File: src/rtl/i2c_seq_pkg.sv
package i2c_seq_pkg;

  typedef enum logic [2:0] {
    S_FAULT    = 3'd0,
    S_BERR     = 3'd1,
    S_STOPPED  = 3'd2,
    S_STARTING = 3'd3,
    S_XFER     = 3'd4,
    S_NEXT     = 3'd5,
    S_NACK     = 3'd6
  } seq_state_e;

  typedef enum logic [2:0] {
    EV_NONE = 3'd0,
    EV_RXNE = 3'd1,
    EV_TXE  = 3'd2,
    EV_NACK = 3'd3,
    EV_TC   = 3'd4,
    EV_STOP = 3'd5
  } seq_ev_e;

  localparam logic [1:0] RES_OK   = 2'd0;
  localparam logic [1:0] RES_NACK = 2'd1;
  localparam logic [1:0] RES_BERR = 2'd2;

  localparam int NUM_EV = 5;

  typedef struct packed {
    logic [6:0] addr;
    logic       rd;
    logic [7:0] len;
  } desc_t;

endpackage

File: src/rtl/i2c_seq_desc_mem.sv
module i2c_seq_desc_mem
  import i2c_seq_pkg::*;
#(
  parameter int DEPTH = 4,
  parameter int IDX_W = 2,
  parameter int CNT_W = 3,
  parameter int SUM_W = 12
) (
  input  logic             clk_i,
  input  logic             rst_ni,
  input  logic             we_i,
  input  logic [IDX_W-1:0] widx_i,
  input  desc_t            wdata_i,
  input  logic [IDX_W-1:0] ridx_i,
  output desc_t            rdata_o,
  input  logic [CNT_W-1:0] cnt_i,
  output logic [SUM_W-1:0] len_sum_o
);

  desc_t mem_q [DEPTH];

  always_ff @(posedge clk_i or negedge rst_ni) begin
    if (!rst_ni) begin
      for (int i = 0; i < DEPTH; i++) mem_q[i] <= '0;
    end else if (we_i) begin
      mem_q[widx_i] <= wdata_i;
    end
  end

  assign rdata_o = mem_q[ridx_i];

  // byte total over the entries an operation of cnt_i would run
  always_comb begin
    len_sum_o = '0;
    for (int i = 0; i < DEPTH; i++) begin
      if (CNT_W'(i) < cnt_i) len_sum_o = len_sum_o + SUM_W'(mem_q[i].len);
    end
  end

endmodule

File: src/rtl/i2c_seq_evt_arb.sv
module i2c_seq_evt_arb
  import i2c_seq_pkg::*;
(
  input  logic              en_i,
  input  logic [NUM_EV-1:0] req_i,   // [0] highest priority
  output seq_ev_e           ev_o
);

  logic [NUM_EV-1:0] gnt;

  for (genvar g = 0; g < NUM_EV; g++) begin : g_pri
    if (g == 0) begin : g_top
      assign gnt[g] = en_i & req_i[g];
    end else begin : g_rest
      assign gnt[g] = en_i & req_i[g] & ~(|req_i[g-1:0]);
    end
  end

  always_comb begin
    ev_o = EV_NONE;
    unique case (1'b1)
      gnt[0]:  ev_o = EV_RXNE;
      gnt[1]:  ev_o = EV_TXE;
      gnt[2]:  ev_o = EV_NACK;
      gnt[3]:  ev_o = EV_TC;
      gnt[4]:  ev_o = EV_STOP;
      default: ev_o = EV_NONE;
    endcase
  end

endmodule

File: src/rtl/i2c_seq_wdog.sv
module i2c_seq_wdog #(
  parameter int CNT_W    = 3,
  parameter int SUM_W    = 12,
  parameter int BYTE_CYC = 4,
  parameter int WD_W     = 20
) (
  input  logic             clk_i,
  input  logic             rst_ni,
  input  logic             load_i,
  input  logic [CNT_W-1:0] cnt_i,
  input  logic [SUM_W-1:0] sum_i,
  input  logic             run_i,
  output logic             expired_o
);

  logic [WD_W-1:0] cnt_q;
  logic [WD_W-1:0] budget;

  assign budget = (WD_W'(cnt_i) + WD_W'(sum_i)) * WD_W'(BYTE_CYC * 8);

  always_ff @(posedge clk_i or negedge rst_ni) begin
    if (!rst_ni)                     cnt_q <= '0;
    else if (load_i)                 cnt_q <= budget;
    else if (run_i && cnt_q != '0)   cnt_q <= cnt_q - 1'b1;
  end

  assign expired_o = run_i && (cnt_q == '0);

  AST_WD_HOLD_ZERO: assert property (@(posedge clk_i) disable iff (!rst_ni)
    (run_i && !load_i && cnt_q == '0) |=> (cnt_q == '0));

endmodule

File: src/rtl/i2c_seq_fsm.sv
module i2c_seq_fsm
  import i2c_seq_pkg::*;
#(
  parameter int DEPTH  = 4,
  parameter int IDX_W  = 2,
  parameter int CNT_W  = 3,
  parameter int BUF_AW = 10
) (
  input  logic              clk_i,
  input  logic              rst_ni,
  input  logic              start_i,
  input  logic [CNT_W-1:0]  cnt_i,
  input  seq_ev_e           ev_i,
  input  logic              berr_i,
  input  logic              tmo_i,
  input  desc_t             desc_i,
  input  logic [7:0]        buf_rdata_i,
  input  logic [7:0]        rx_data_i,
  output logic [IDX_W-1:0]  rd_idx_o,
  output logic              start_go_o,
  output logic              busy_o,
  output logic              ev_en_o,
  output logic              rejected_o,
  output logic              done_o,
  output logic [1:0]        result_o,
  output logic [BUF_AW-1:0] buf_raddr_o,
  output logic              buf_we_o,
  output logic [BUF_AW-1:0] buf_waddr_o,
  output logic [7:0]        buf_wdata_o,
  output logic              cmd_valid_o,
  output logic [7:0]        cmd_abyte_o,
  output logic [7:0]        cmd_len_o,
  output logic              cmd_autoend_o,
  output logic              tx_valid_o,
  output logic [7:0]        tx_data_o,
  output logic              recover_o
);

  seq_state_e        state_q, state_d;
  logic [IDX_W-1:0]  idx_q, last_q, cnt_last, last_sel;
  logic [7:0]        rem_q;
  logic [BUF_AW-1:0] ptr_q;
  logic              err_q, nack_q, active_q;
  logic              cnt_ok, reject, act_tx, act_rx;
  logic              enter_start, enter_next, enter_err, finish, in_xfer;

  assign cnt_ok     = (cnt_i != '0) && (cnt_i <= CNT_W'(DEPTH));
  assign cnt_last   = IDX_W'(cnt_i - 1'b1);
  assign in_xfer    = (state_q == S_STARTING) || (state_q == S_XFER);
  assign busy_o     = (state_q != S_STOPPED);
  assign ev_en_o    = in_xfer;
  assign rd_idx_o   = (state_q == S_STOPPED) ? '0 : idx_q;
  assign last_sel   = (state_q == S_STOPPED) ? cnt_last : last_q;
  assign buf_raddr_o = ptr_q;

  assign start_go_o = (state_q == S_STOPPED) && start_i && cnt_ok && !berr_i;
  assign reject     = start_i && !start_go_o;

  always_comb begin
    state_d = state_q;
    unique case (state_q)
      S_STOPPED: begin
        if (berr_i)          state_d = S_BERR;
        else if (start_go_o) state_d = S_STARTING;
      end
      S_STARTING, S_XFER: begin
        if (berr_i || tmo_i) state_d = S_BERR;
        else begin
          unique case (ev_i)
            EV_RXNE, EV_TXE: state_d = (rem_q == '0) ? S_FAULT : S_XFER;
            EV_NACK:         state_d = S_NACK;
            EV_TC:   state_d = (state_q == S_STARTING || idx_q == last_q) ? S_FAULT : S_NEXT;
            EV_STOP: state_d = (state_q == S_STARTING || idx_q != last_q) ? S_FAULT : S_STOPPED;
            default: state_d = state_q;
          endcase
        end
      end
      S_NEXT:  state_d = (berr_i || tmo_i) ? S_BERR : S_STARTING;
      default: state_d = S_STOPPED;  // fault, bus error and NACK fall back on their own
    endcase
  end

  assign act_tx      = in_xfer && (state_d == S_XFER) && (ev_i == EV_TXE);
  assign act_rx      = in_xfer && (state_d == S_XFER) && (ev_i == EV_RXNE);
  assign enter_start = (state_d == S_STARTING) && (state_q != S_STARTING);
  assign enter_next  = (state_d == S_NEXT);
  assign enter_err   = (state_d == S_BERR) || (state_d == S_FAULT);
  assign finish      = active_q && (state_q != S_STOPPED) && (state_d == S_STOPPED);

  always_ff @(posedge clk_i or negedge rst_ni) begin
    if (!rst_ni) begin
      state_q       <= S_STOPPED;
      idx_q         <= '0;
      last_q        <= '0;
      rem_q         <= '0;
      ptr_q         <= '0;
      err_q         <= 1'b0;
      nack_q        <= 1'b0;
      active_q      <= 1'b0;
      rejected_o    <= 1'b0;
      done_o        <= 1'b0;
      result_o      <= RES_OK;
      buf_we_o      <= 1'b0;
      buf_waddr_o   <= '0;
      buf_wdata_o   <= '0;
      cmd_valid_o   <= 1'b0;
      cmd_abyte_o   <= '0;
      cmd_len_o     <= '0;
      cmd_autoend_o <= 1'b0;
      tx_valid_o    <= 1'b0;
      tx_data_o     <= '0;
      recover_o     <= 1'b0;
    end else begin
      state_q     <= state_d;
      cmd_valid_o <= enter_start;
      tx_valid_o  <= act_tx;
      buf_we_o    <= act_rx;
      rejected_o  <= reject;
      recover_o   <= enter_err;
      done_o      <= finish;
      if (start_go_o) begin
        idx_q    <= '0;
        last_q   <= cnt_last;
        ptr_q    <= '0;
        err_q    <= 1'b0;
        nack_q   <= 1'b0;
        active_q <= 1'b1;
      end
      if (enter_start) begin
        cmd_abyte_o   <= {desc_i.addr, desc_i.rd};
        cmd_len_o     <= desc_i.len;
        cmd_autoend_o <= (rd_idx_o == last_sel);
        rem_q         <= desc_i.len;
      end
      if (act_tx) tx_data_o <= buf_rdata_i;
      if (act_rx) begin
        buf_waddr_o <= ptr_q;
        buf_wdata_o <= rx_data_i;
      end
      if (act_tx || act_rx) begin
        ptr_q <= ptr_q + 1'b1;
        rem_q <= rem_q - 1'b1;
      end
      if (enter_next) idx_q <= idx_q + 1'b1;
      if (state_d == S_NACK) nack_q <= 1'b1;
      if (enter_err) err_q <= 1'b1;
      if (finish) begin
        result_o <= err_q ? RES_BERR : (nack_q ? RES_NACK : RES_OK);
        active_q <= 1'b0;
      end
    end
  end

  AST_ONE_ACTION: assert property (@(posedge clk_i) disable iff (!rst_ni)
    $onehot0({cmd_valid_o, tx_valid_o, buf_we_o, done_o}));
  AST_DONE_IN_IDLE: assert property (@(posedge clk_i) disable iff (!rst_ni)
    done_o |-> (state_q == S_STOPPED));
  AST_NACK_CLEAN: assert property (@(posedge clk_i) disable iff (!rst_ni)
    (state_q == S_NACK) |=> (done_o && result_o == RES_NACK && !recover_o));
  AST_ERR_RESULT: assert property (@(posedge clk_i) disable iff (!rst_ni)
    (recover_o && active_q) |=> (done_o && result_o == RES_BERR));
  AST_OVERRUN_FAULT: assert property (@(posedge clk_i) disable iff (!rst_ni)
    (state_q == S_XFER && rem_q == '0 && (ev_i == EV_TXE || ev_i == EV_RXNE) && !berr_i && !tmo_i)
      |=> (state_q == S_FAULT));
  AST_BUSY_NO_CMD: assert property (@(posedge clk_i) disable iff (!rst_ni)
    (start_i && busy_o && state_q != S_NEXT) |=> !cmd_valid_o);
  AST_BUSY_KEEP_LAST: assert property (@(posedge clk_i) disable iff (!rst_ni)
    (start_i && busy_o) |=> $stable(last_q));
  AST_IDLE_QUIET: assert property (@(posedge clk_i) disable iff (!rst_ni)
    (state_q == S_STOPPED && !start_i && !berr_i)
      |=> (state_q == S_STOPPED && !tx_valid_o && !buf_we_o && !done_o));

endmodule

File: src/rtl/i2c_txn_seq.sv
module i2c_txn_seq
  import i2c_seq_pkg::*;
#(
  parameter int DEPTH    = 4,
  parameter int BUF_AW   = 10,
  parameter int BYTE_CYC = 4,
  localparam int IDX_W   = (DEPTH > 1) ? $clog2(DEPTH) : 1,
  localparam int CNT_W   = $clog2(DEPTH + 1),
  localparam int SUM_W   = 8 + CNT_W + 1,
  localparam int WD_W    = SUM_W + 3 + $clog2(BYTE_CYC + 1) + 1
) (
  input  logic              clk_i,
  input  logic              rst_ni,
  input  logic              start_i,
  input  logic [CNT_W-1:0]  start_cnt_i,
  output logic              busy_o,
  output logic              rejected_o,
  output logic              done_o,
  output logic [1:0]        result_o,
  input  logic              desc_we_i,
  input  logic [IDX_W-1:0]  desc_idx_i,
  input  logic [6:0]        desc_addr_i,
  input  logic              desc_rd_i,
  input  logic [7:0]        desc_len_i,
  output logic [BUF_AW-1:0] buf_raddr_o,
  input  logic [7:0]        buf_rdata_i,
  output logic              buf_we_o,
  output logic [BUF_AW-1:0] buf_waddr_o,
  output logic [7:0]        buf_wdata_o,
  output logic              cmd_valid_o,
  output logic [7:0]        cmd_abyte_o,
  output logic [7:0]        cmd_len_o,
  output logic              cmd_autoend_o,
  output logic              tx_valid_o,
  output logic [7:0]        tx_data_o,
  input  logic [7:0]        rx_data_i,
  output logic              ev_en_o,
  input  logic              ev_rxne_i,
  input  logic              ev_txe_i,
  input  logic              ev_nack_i,
  input  logic              ev_tc_i,
  input  logic              ev_stop_i,
  input  logic              ev_berr_i,
  output logic              recover_o
);

  desc_t            wr_desc, rd_desc;
  logic [IDX_W-1:0] rd_idx;
  logic [SUM_W-1:0] len_sum;
  seq_ev_e          ev;
  logic             tmo, start_go;

  assign wr_desc = '{addr: desc_addr_i, rd: desc_rd_i, len: desc_len_i};

  i2c_seq_desc_mem #(.DEPTH(DEPTH), .IDX_W(IDX_W), .CNT_W(CNT_W), .SUM_W(SUM_W)) u_desc (
    .clk_i, .rst_ni,
    .we_i(desc_we_i), .widx_i(desc_idx_i), .wdata_i(wr_desc),
    .ridx_i(rd_idx), .rdata_o(rd_desc),
    .cnt_i(start_cnt_i), .len_sum_o(len_sum)
  );

  i2c_seq_evt_arb u_arb (
    .en_i (ev_en_o),
    .req_i({ev_stop_i, ev_tc_i, ev_nack_i, ev_txe_i, ev_rxne_i}),
    .ev_o (ev)
  );

  i2c_seq_wdog #(.CNT_W(CNT_W), .SUM_W(SUM_W), .BYTE_CYC(BYTE_CYC), .WD_W(WD_W)) u_wdog (
    .clk_i, .rst_ni,
    .load_i(start_go), .cnt_i(start_cnt_i), .sum_i(len_sum),
    .run_i(busy_o), .expired_o(tmo)
  );

  i2c_seq_fsm #(.DEPTH(DEPTH), .IDX_W(IDX_W), .CNT_W(CNT_W), .BUF_AW(BUF_AW)) u_fsm (
    .clk_i, .rst_ni,
    .start_i, .cnt_i(start_cnt_i), .ev_i(ev), .berr_i(ev_berr_i), .tmo_i(tmo),
    .desc_i(rd_desc), .buf_rdata_i, .rx_data_i,
    .rd_idx_o(rd_idx), .start_go_o(start_go), .busy_o, .ev_en_o,
    .rejected_o, .done_o, .result_o,
    .buf_raddr_o, .buf_we_o, .buf_waddr_o, .buf_wdata_o,
    .cmd_valid_o, .cmd_abyte_o, .cmd_len_o, .cmd_autoend_o,
    .tx_valid_o, .tx_data_o, .recover_o
  );

endmodule

File: config.mk
export PLATFORM = sky130hd
export DESIGN_NAME = i2c_txn_seq
export DESIGN_NICKNAME = d
export VERILOG_FILES = /design/src/rtl/i2c_seq_pkg.sv /design/src/rtl/i2c_seq_desc_mem.sv /design/src/rtl/i2c_seq_evt_arb.sv /design/src/rtl/i2c_seq_wdog.sv /design/src/rtl/i2c_seq_fsm.sv /design/src/rtl/i2c_txn_seq.sv
export SDC_FILE = /design/constraint.sdc
export NUM_CORES = 1
export LEC_CHECK = 0
export BUFFER_PORTS_ARGS = -buffer_cell sky130_fd_sc_hd__buf_2
export CORE_MARGIN = 2
export CORE_UTILIZATION = 35
export CTS_BUF_LIST = sky130_fd_sc_hd__clkbuf_8
export DETAILED_ROUTE_END_ITERATION = 12
export PLACE_DENSITY_LB_ADDON = 0.12
export RECOVER_POWER = 50
export REMOVE_ABC_BUFFERS = 1
export SLEW_MARGIN = 30
export SYNTH_ARGS = -nofsm -noshare
export SYNTH_HDL_FRONTEND = slang
export SYNTH_SLANG_ARGS = --single-unit
File: constraint.sdc
create_clock -name clk_i -period 12.9 [get_ports clk_i]
set_input_delay 1.29 -clock clk_i [delete_from_list [all_inputs] [get_ports clk_i]]
set_output_delay 1.29 -clock clk_i [all_outputs]
set_load 0.005 [all_outputs]
==> results.yml, run 1 <==
pwr:
  p_leak_uw: 0.00491
  ir_drop_v: 0.0000671
  p_per_area_mw_per_mm2: 206
sta:
  setup_viol: 0
  holdWs_ns: 0.478
  period_needed_ns: 8.00
  relSlewSlack_pct: -239
  rsz0062_at_grt: "no"
  max_clock_freq_ghz: 0.125
  hold_violations: 0
  slew_viol_final: 165
  max_slew.worst_pin.slew_ns: 5.08
  min_period_over_period_pct: 62.1
  clock_skew_ns: 0.0215
  setup_tns_ns: 0
floorplanning:
  start_util_pct: 35.7
  core_area_sq_mm: 0.0261
  ios: 110
  fp.dieArea_sq_mm: 0.0279
  die_h_microns: 167
  rows: 59
  die_w_microns: 167
finish:
  syn2layout_area_growth_pct: 13.3
  layout-drive-gt1-share_pct: 24.9
  stdcell_area_sq_mm: 0.0105
  finalNonFillerCells: 1390
  nets: 1125
  finish.utilization_pct: 40.4
  n_antenna_cell: 0
global_route:
  gr-usage-all-layers_pct: 17.4
  grt_start_max_net_pins: 94
  grt-ovfl-total: 0
  grt_pass1_vias: 7305
  grt_pass1_wl_mm: 39.5
  antenna_found_initial: 0
critical_path:
  path_delay_family: "buffers and inverters"
  critPathSlowestCell: "clkbuf_1"
  critPathMostFrequentCell: "clkbuf_1"
  end_kind: "asynchronous set/reset pin"
  cp.buffers_inverters: 2
  crit_fanout: 93
  cp-startpoint: "rst_ni"
  cp_data_arrival_time_ns: 7.72
  cp_slowest_stage_delay_ns: 3.50
  crit_required_ns: 12.61
  startpoint_type: "input port"
  critical_path.cell_chain: "clkbuf_1 > clkbuf_1"
  reg2reg_from: "u_desc.mem_q[48]"
  path_class: "input port to asynchronous set/reset pin"
logic_synthesis:
  netlist.area_leader.share_pct: 43.4
  postSynthCellCount: 941
  synth_area_leaders: "dfrtp_1, mux2_2, ha_1"
  synth_flop_cell: "dfrtp_1"
  synth_common_cells: "dfrtp_1, mux2_2, nor2_1"
  synth_seq_cells: 162
  synth.distinct_cells: 72
  yosysWarnings: 0
  synthesis.area_sq_mm: 0.00929
  ys_seq_area_share_pct: 43.6
  synth_edf_count: 0
  synthArstFlopShare_pct: 100
  synth_top_area_cell: "dfrtp_1"
  yosysMostFrequentCell: "dfrtp_1"
  avgSynthCellArea_sq_um: 9.88
worst_hold_path:
  hp-class: "flop to flop"
  hold_start: "u_fsm.result_o[1]"
clock_tree:
  clock_latency_ns: 0.46
  ctsResizeCount: 0
  holdBufCountCts: 0
  cts_tree: "yes"
  cts_inserted_buffers: 17
  clkSinkCount: 162
  cts_root_buffer: "clkbuf_8"
  path_clk_slew_ns: 0.09
  postCtsSetupBuffers: 0
  clockBufferDepth: 2
  cts_max_level: 4
route:
  ant_nets: 0
  drt-total-wl_mm: 23.5
  drc: 0
  drtPass1Iterations: 5
  vias_per_cell: 5.21
  wl_per_cell_microns: 16.9
  drt_iter0_markers: 293
  vias: 7238
place:
  dp_hpwl_mm: 16.5
  placed_area_sq_mm: 0.0102
  port_buffers: 109
  routabilityCongestion: 0.787
  post-place-cells: 1357
job:
  max-cap-violations: 2
run_status:
  violations: "capacitance limit, slew limit"
  outcome: "finished, violations left"
stage by stage:
stage / setup WS, ns / power [uW]
after detailed placement: 5.86 / 1840
final: 4.90 / 2170
after global routing: 3.24 / 2370
after CTS: 6.32 / 2200
after floorplan: 6.98 / 1510
after global placement: 6.01 / 1820
cell type report:
class                      instances  area, sq um
clock buffer                      17          234
clock inverter                    15          130
fill                            2631        15500
inverter                          32          120
multi-input combinational        706         4930
sequential                       162         4060
tap                              335          419
timing repair buffer             123          637
layer usage:
layer	GRT usage [%]	vias to the layer above	wire, microns
li1	-	3602	-
met2	29.0	79	11300
met5	0	-	0
met4	4.84	0	343
met3	2.90	26	590
met1	23.5	3531	11300
cells by family (layout without fill, tap and decap cells):
| logic type | count (synthesis) | count (layout) | share of synthesized area [%] |
|---|---|---|---|
| mux | 109 | 109 | 13.1 |
| simple gates | 304 | 304 | 16.2 |
| xor+xnor | 32 | 32 | 3.02 |
| buf+inv | 73 | 187 | 3.30 |
| fa+ha+maj | 36 | 36 | 5.17 |
| compound gates | 225 | 225 | 15.6 |
| flops | 162 | 162 | 43.6 |
where the power goes:
group / internal (uW) / leakage, uW / total [uW] / switching, uW
sequential: 646 / 0.00203 / 749 / 103
clock: 139 / 0.000182 / 351 / 213
combinational: 457 / 0.00270 / 1070 / 615
cells in the final DEF, fill, tap and decap left out, types with 15 or more instances in the layout:
master    synthesis  routed
dfrtp_1         161     161
buf_2             5     107
mux2_2           98      98
nor2_1           97      97
nand2_1          71      71
o21ai_0          58      58
a21oi_1          49      49
inv_1            30      32
ha_1             32      32
nand3_1          26      26
a21o_1           19      19
nor3_1           19      19
or3_1            18      18
xnor2_1          17      17
clkbuf_8          0      17
xor2_1           15      15
o21ai_1          15      15
registers in the layout, summed over array words and instances, names as in the netlist, 2 cells and up:
signal             cells
u_desc.mem_q          64
u_wdog.cnt_q          19
u_fsm.buf_raddr_o     10
u_fsm.buf_waddr_o     10
u_fsm.buf_wdata_o      8
u_fsm.cmd_abyte_o      8
u_fsm.cmd_len_o        8
u_fsm.rem_q            8
u_fsm.tx_data_o        8
u_fsm.state_q          3
u_fsm.idx_q            2
u_fsm.last_q           2
u_fsm.result_o         2
path summary, 6_finish.rpt:
kind / end / slack (ns) / depth (start not counted)
setup / recovery: u_desc.mem_q[1] / 4.90 / 2
hold / removal: u_fsm.result_o[1] / 0.48 / 2
setup reg to reg: u_wdog.cnt_q[14] / 7.62 / 25
hold reg to reg: u_fsm.result_o[1] / 0.48 / 2
max in group clk_i: u_wdog.cnt_q[14] / 6.32 / 27
min in group asynchronous: u_fsm.buf_wdata_o[2] / 2.67 / 1
Power figures use the tool's default switching activity.
==> inputs of run 2 (changes only) <==
--- a/config.mk
+++ b/config.mk
@@ -5,6 +5,7 @@
 export SDC_FILE = /design/constraint.sdc
 export NUM_CORES = 1
 export LEC_CHECK = 0
+export ABC_AREA = 1
 export BUFFER_PORTS_ARGS = -buffer_cell sky130_fd_sc_hd__buf_2
 export CORE_MARGIN = 2
 export CORE_UTILIZATION = 35
==> constraint.sdc (replaced) <==
create_clock -name clk_i -period 6.5 [get_ports clk_i]
set_input_delay 0.65 -clock clk_i [delete_from_list [all_inputs] [get_ports clk_i]]
set_output_delay 0.65 -clock clk_i [all_outputs]
set_load 0.005 [all_outputs]
==> run 2 against run 1 <==
  * Synthesized cell count is 25% higher
  * Critical endpoint is now u_wdog.cnt_q[14]
  * Final cell count is 17% higher
  * Via count is 7.8% higher
  * Critical path type is now input port to flop
  * Worst setup slack worse by 3.5 ns
  * Combinational power is 48% higher
  * Clock power is 120% higher
  * Global-route usage hardly changed
  * The flow still finishes with violations (capacitance limit, slew limit)
  * Die area is 1.4% lower
==> results.yml, run 2 <==
critical_path:
  rr_endpoint: "u_wdog.cnt_q[14]"
  r2r_slack_ns: 1.65
  crit_required_ns: 6.85
  crit_fanout: 10
  critPathMostFrequentCell: "nand2_1"
  cp_slowest_stage_delay_ns: 0.51
  reg2reg_from: "u_desc.mem_q[48]"
  end_kind: "flop"
  path_class: "input port to flop"
  reg2reg_depth: 28
  startpoint_type: "input port"
  cp_data_arrival_time_ns: 5.43
  critPathSlowestCell: "o311ai_0"
clock_tree:
  postCtsSetupBuffers: 0
  cts_tree: "yes"
  cts_max_level: 4
  cts_inserted_buffers: 17
  cts_root_buffer: "clkbuf_8"
  clkSinkCount: 162
  holdBufCountCts: 0
  path_clk_slew_ns: 0.11
  clockBufferDepth: 2
  clock_latency_ns: 0.48
  ctsResizeCount: 0
logic_synthesis:
  synth_seq_cells: 162
  synth_xor_area_share_pct: 3.06
  synth_flop_cell: "dfrtp_1"
  synth_edf_count: 0
  yosysWarnings: 0
  ys_seq_area_share_pct: 44.3
  yosys-mux-area-fraction_pct: 0
  synthesis.area_sq_mm: 0.00916
  avgSynthCellArea_sq_um: 7.79
  synth_top_area_cell: "dfrtp_1"
  synth-simple-area-share_pct: 26.7
  netlist.area_leader.share_pct: 44.0
  yosysMostFrequentCell: "nand2_1"
  synth_compound_area_share_pct: 13.6
  synthArstFlopShare_pct: 100
  postSynthCellCount: 1175
  synth_area_leaders: "dfrtp_1, nand2_1, o21ai_0"
  synth_fa_ha_area_share_pct: 5.25
  synth_common_cells: "nand2_1, dfrtp_1, inv_1, o21ai_0, nor2_1"
  synth_top_family_by_area: "simple AND/OR/NAND/NOR gates"
  synth.distinct_cells: 57
finish:
  layout-drive-gt1-share_pct: 14.7
  final_common_cell: "nand2_1"
  top_register: "u_desc.mem_q"
  nets: 1356
  syn2layout_area_growth_pct: 13.9
  reg_top3: "u_desc.mem_q (64), u_wdog.cnt_q (19)"
  fillers: 2756
  finish.utilization_pct: 40.3
  layout_common_cells: "nand2_1, dfrtp_1, inv_1, o21ai_0, buf_2"
  largest_reg_flops: 64
sta:
  rsz0062_at_grt: "no"
  max_slew.worst_pin.slew_ns: 5.03
  setup_tns_ns: 0
  min_period_over_period_pct: 78.1
  relSlewSlack_pct: -235
  setup_viol: 0
  period_needed_ns: 5.08
  max_clock_freq_ghz: 0.197
  slew_viol_final: 93
  hold_violations: 0
  clock_skew_ns: 0.0253
floorplanning:
  ios: 110
  rows: 59
  start_util_pct: 35.4
  fp.dieArea_sq_mm: 0.0275
  die_h_microns: 166
  core_area_sq_mm: 0.0258
  die_w_microns: 166
global_route:
  antenna_found_initial: 1
  grt_start_max_net_pins: 93
  grt_pass1_vias: 7636
  gr-usage-all-layers_pct: 17.4
  grt-ovfl-total: 0
  grt_pass1_wl_mm: 39.3
run_status:
  violations: "capacitance limit, slew limit"
  outcome: "finished, violations left"
route:
  ant_nets: 0
  drc: 0
  drt_iter0_markers: 444
  drtPass1Iterations: 5
  vias_per_cell: 4.81
  wl_per_cell_microns: 14.2
  drt-total-wl_mm: 23.1
  vias: 7804
worst_hold_path:
  hp-class: "input port to flop"
  whs_endpoint: "u_fsm.buf_wdata_o[6]"
  holdPathStages: 3
  hold_start: "rx_data_i[6]"
pwr:
  p_per_area_mw_per_mm2: 365
  p_leak_uw: 0.00536
  ir_drop_v: 0.000122
place:
  routabilityCongestion: 0.875
  dp_hpwl_mm: 16.4
  port_buffers: 109
job:
  max-cap-violations: 1
-- run 2: logic make-up after synthesis --
family	after synthesis
AND/OR/NAND/NOR	564
AO/OA/AOI/OAI	216
buffers and inverters	165
flip-flops	162
adder cells (fa/ha/maj)	36
XOR/XNOR	32
-- run 2: how the worst max path moves through the flow --
stage / from / to
after floorplan: start_cnt_i[0] / u_wdog.cnt_q[14]
after global placement: start_cnt_i[2] / u_wdog.cnt_q[14]
after global routing: rst_ni / u_fsm.tx_data_o[6]
after CTS: start_cnt_i[2] / u_wdog.cnt_q[15]
final: start_cnt_i[2] / u_wdog.cnt_q[14]
after detailed placement: start_cnt_i[2] / u_wdog.cnt_q[11]
-- run 2: layout make-up --
| class | count | area, sq um | area share (%) |
|---|---|---|---|
| clock buffer | 17 | 234 | 2.24 |
| sequential | 162 | 4060 | 38.9 |
| timing repair buffer | 116 | 591 | 5.66 |
| inverter | 128 | 480 | 4.61 |
| clock inverter | 15 | 181 | 1.74 |
| tap | 335 | 419 | 4.02 |
| multi-input combinational | 848 | 4460 | 42.8 |
| antenna | 1 | 2.50 | 0.0240 |
-- run 2: report_power, final --
group          switching (uW)  leakage [uW]  total [uW]  internal (uW)
sequential                190       0.00207        1450           1260
combinational             977       0.00308        1580            602
clock                     451      0.000212         779            328
-- run 2: per-layer routing --
metal / part of all wire (%) / routed length (microns) / up-vias / global-route usage (%)
met5: 0 / 0 / - / 0
met4: 1.4 / 316 / 0 / 4.65
met3: 3.4 / 795 / 21 / 2.79
met2: 44 / 10200 / 145 / 27.3
met1: 51 / 11800 / 3583 / 25.1
li1: - / - / 4055 / -
-- run 2: per-stage QoR --
step	cell area, sq um	instances	hold WS (ns)	setup WS [ns]	total power [uW]
2_1_floorplan	8990	1138	0.354	1.63	2570
3_3_place_gp	10000	1589	0.458	1.07	3050
3_5_place_dp	10000	1589	0.460	0.971	3060
4_1_cts	10400	1621	0.275	1.46	3860
5_1_grt	10400	1621	0.357	0.543	4180
6_report	10400	1622	0.368	1.42	3810
-- run 2: critical path, delay by kind of cell --
kind / cells / cell delay, ns
xor gates and xnor gates: 1 / 0.15
AOI/OAI and AO/OA: 5 / 1.16
adders and majority gates: 4 / 1.35
buffers and inverters: 5 / 0.59
and+or+nand+nor: 13 / 1.53
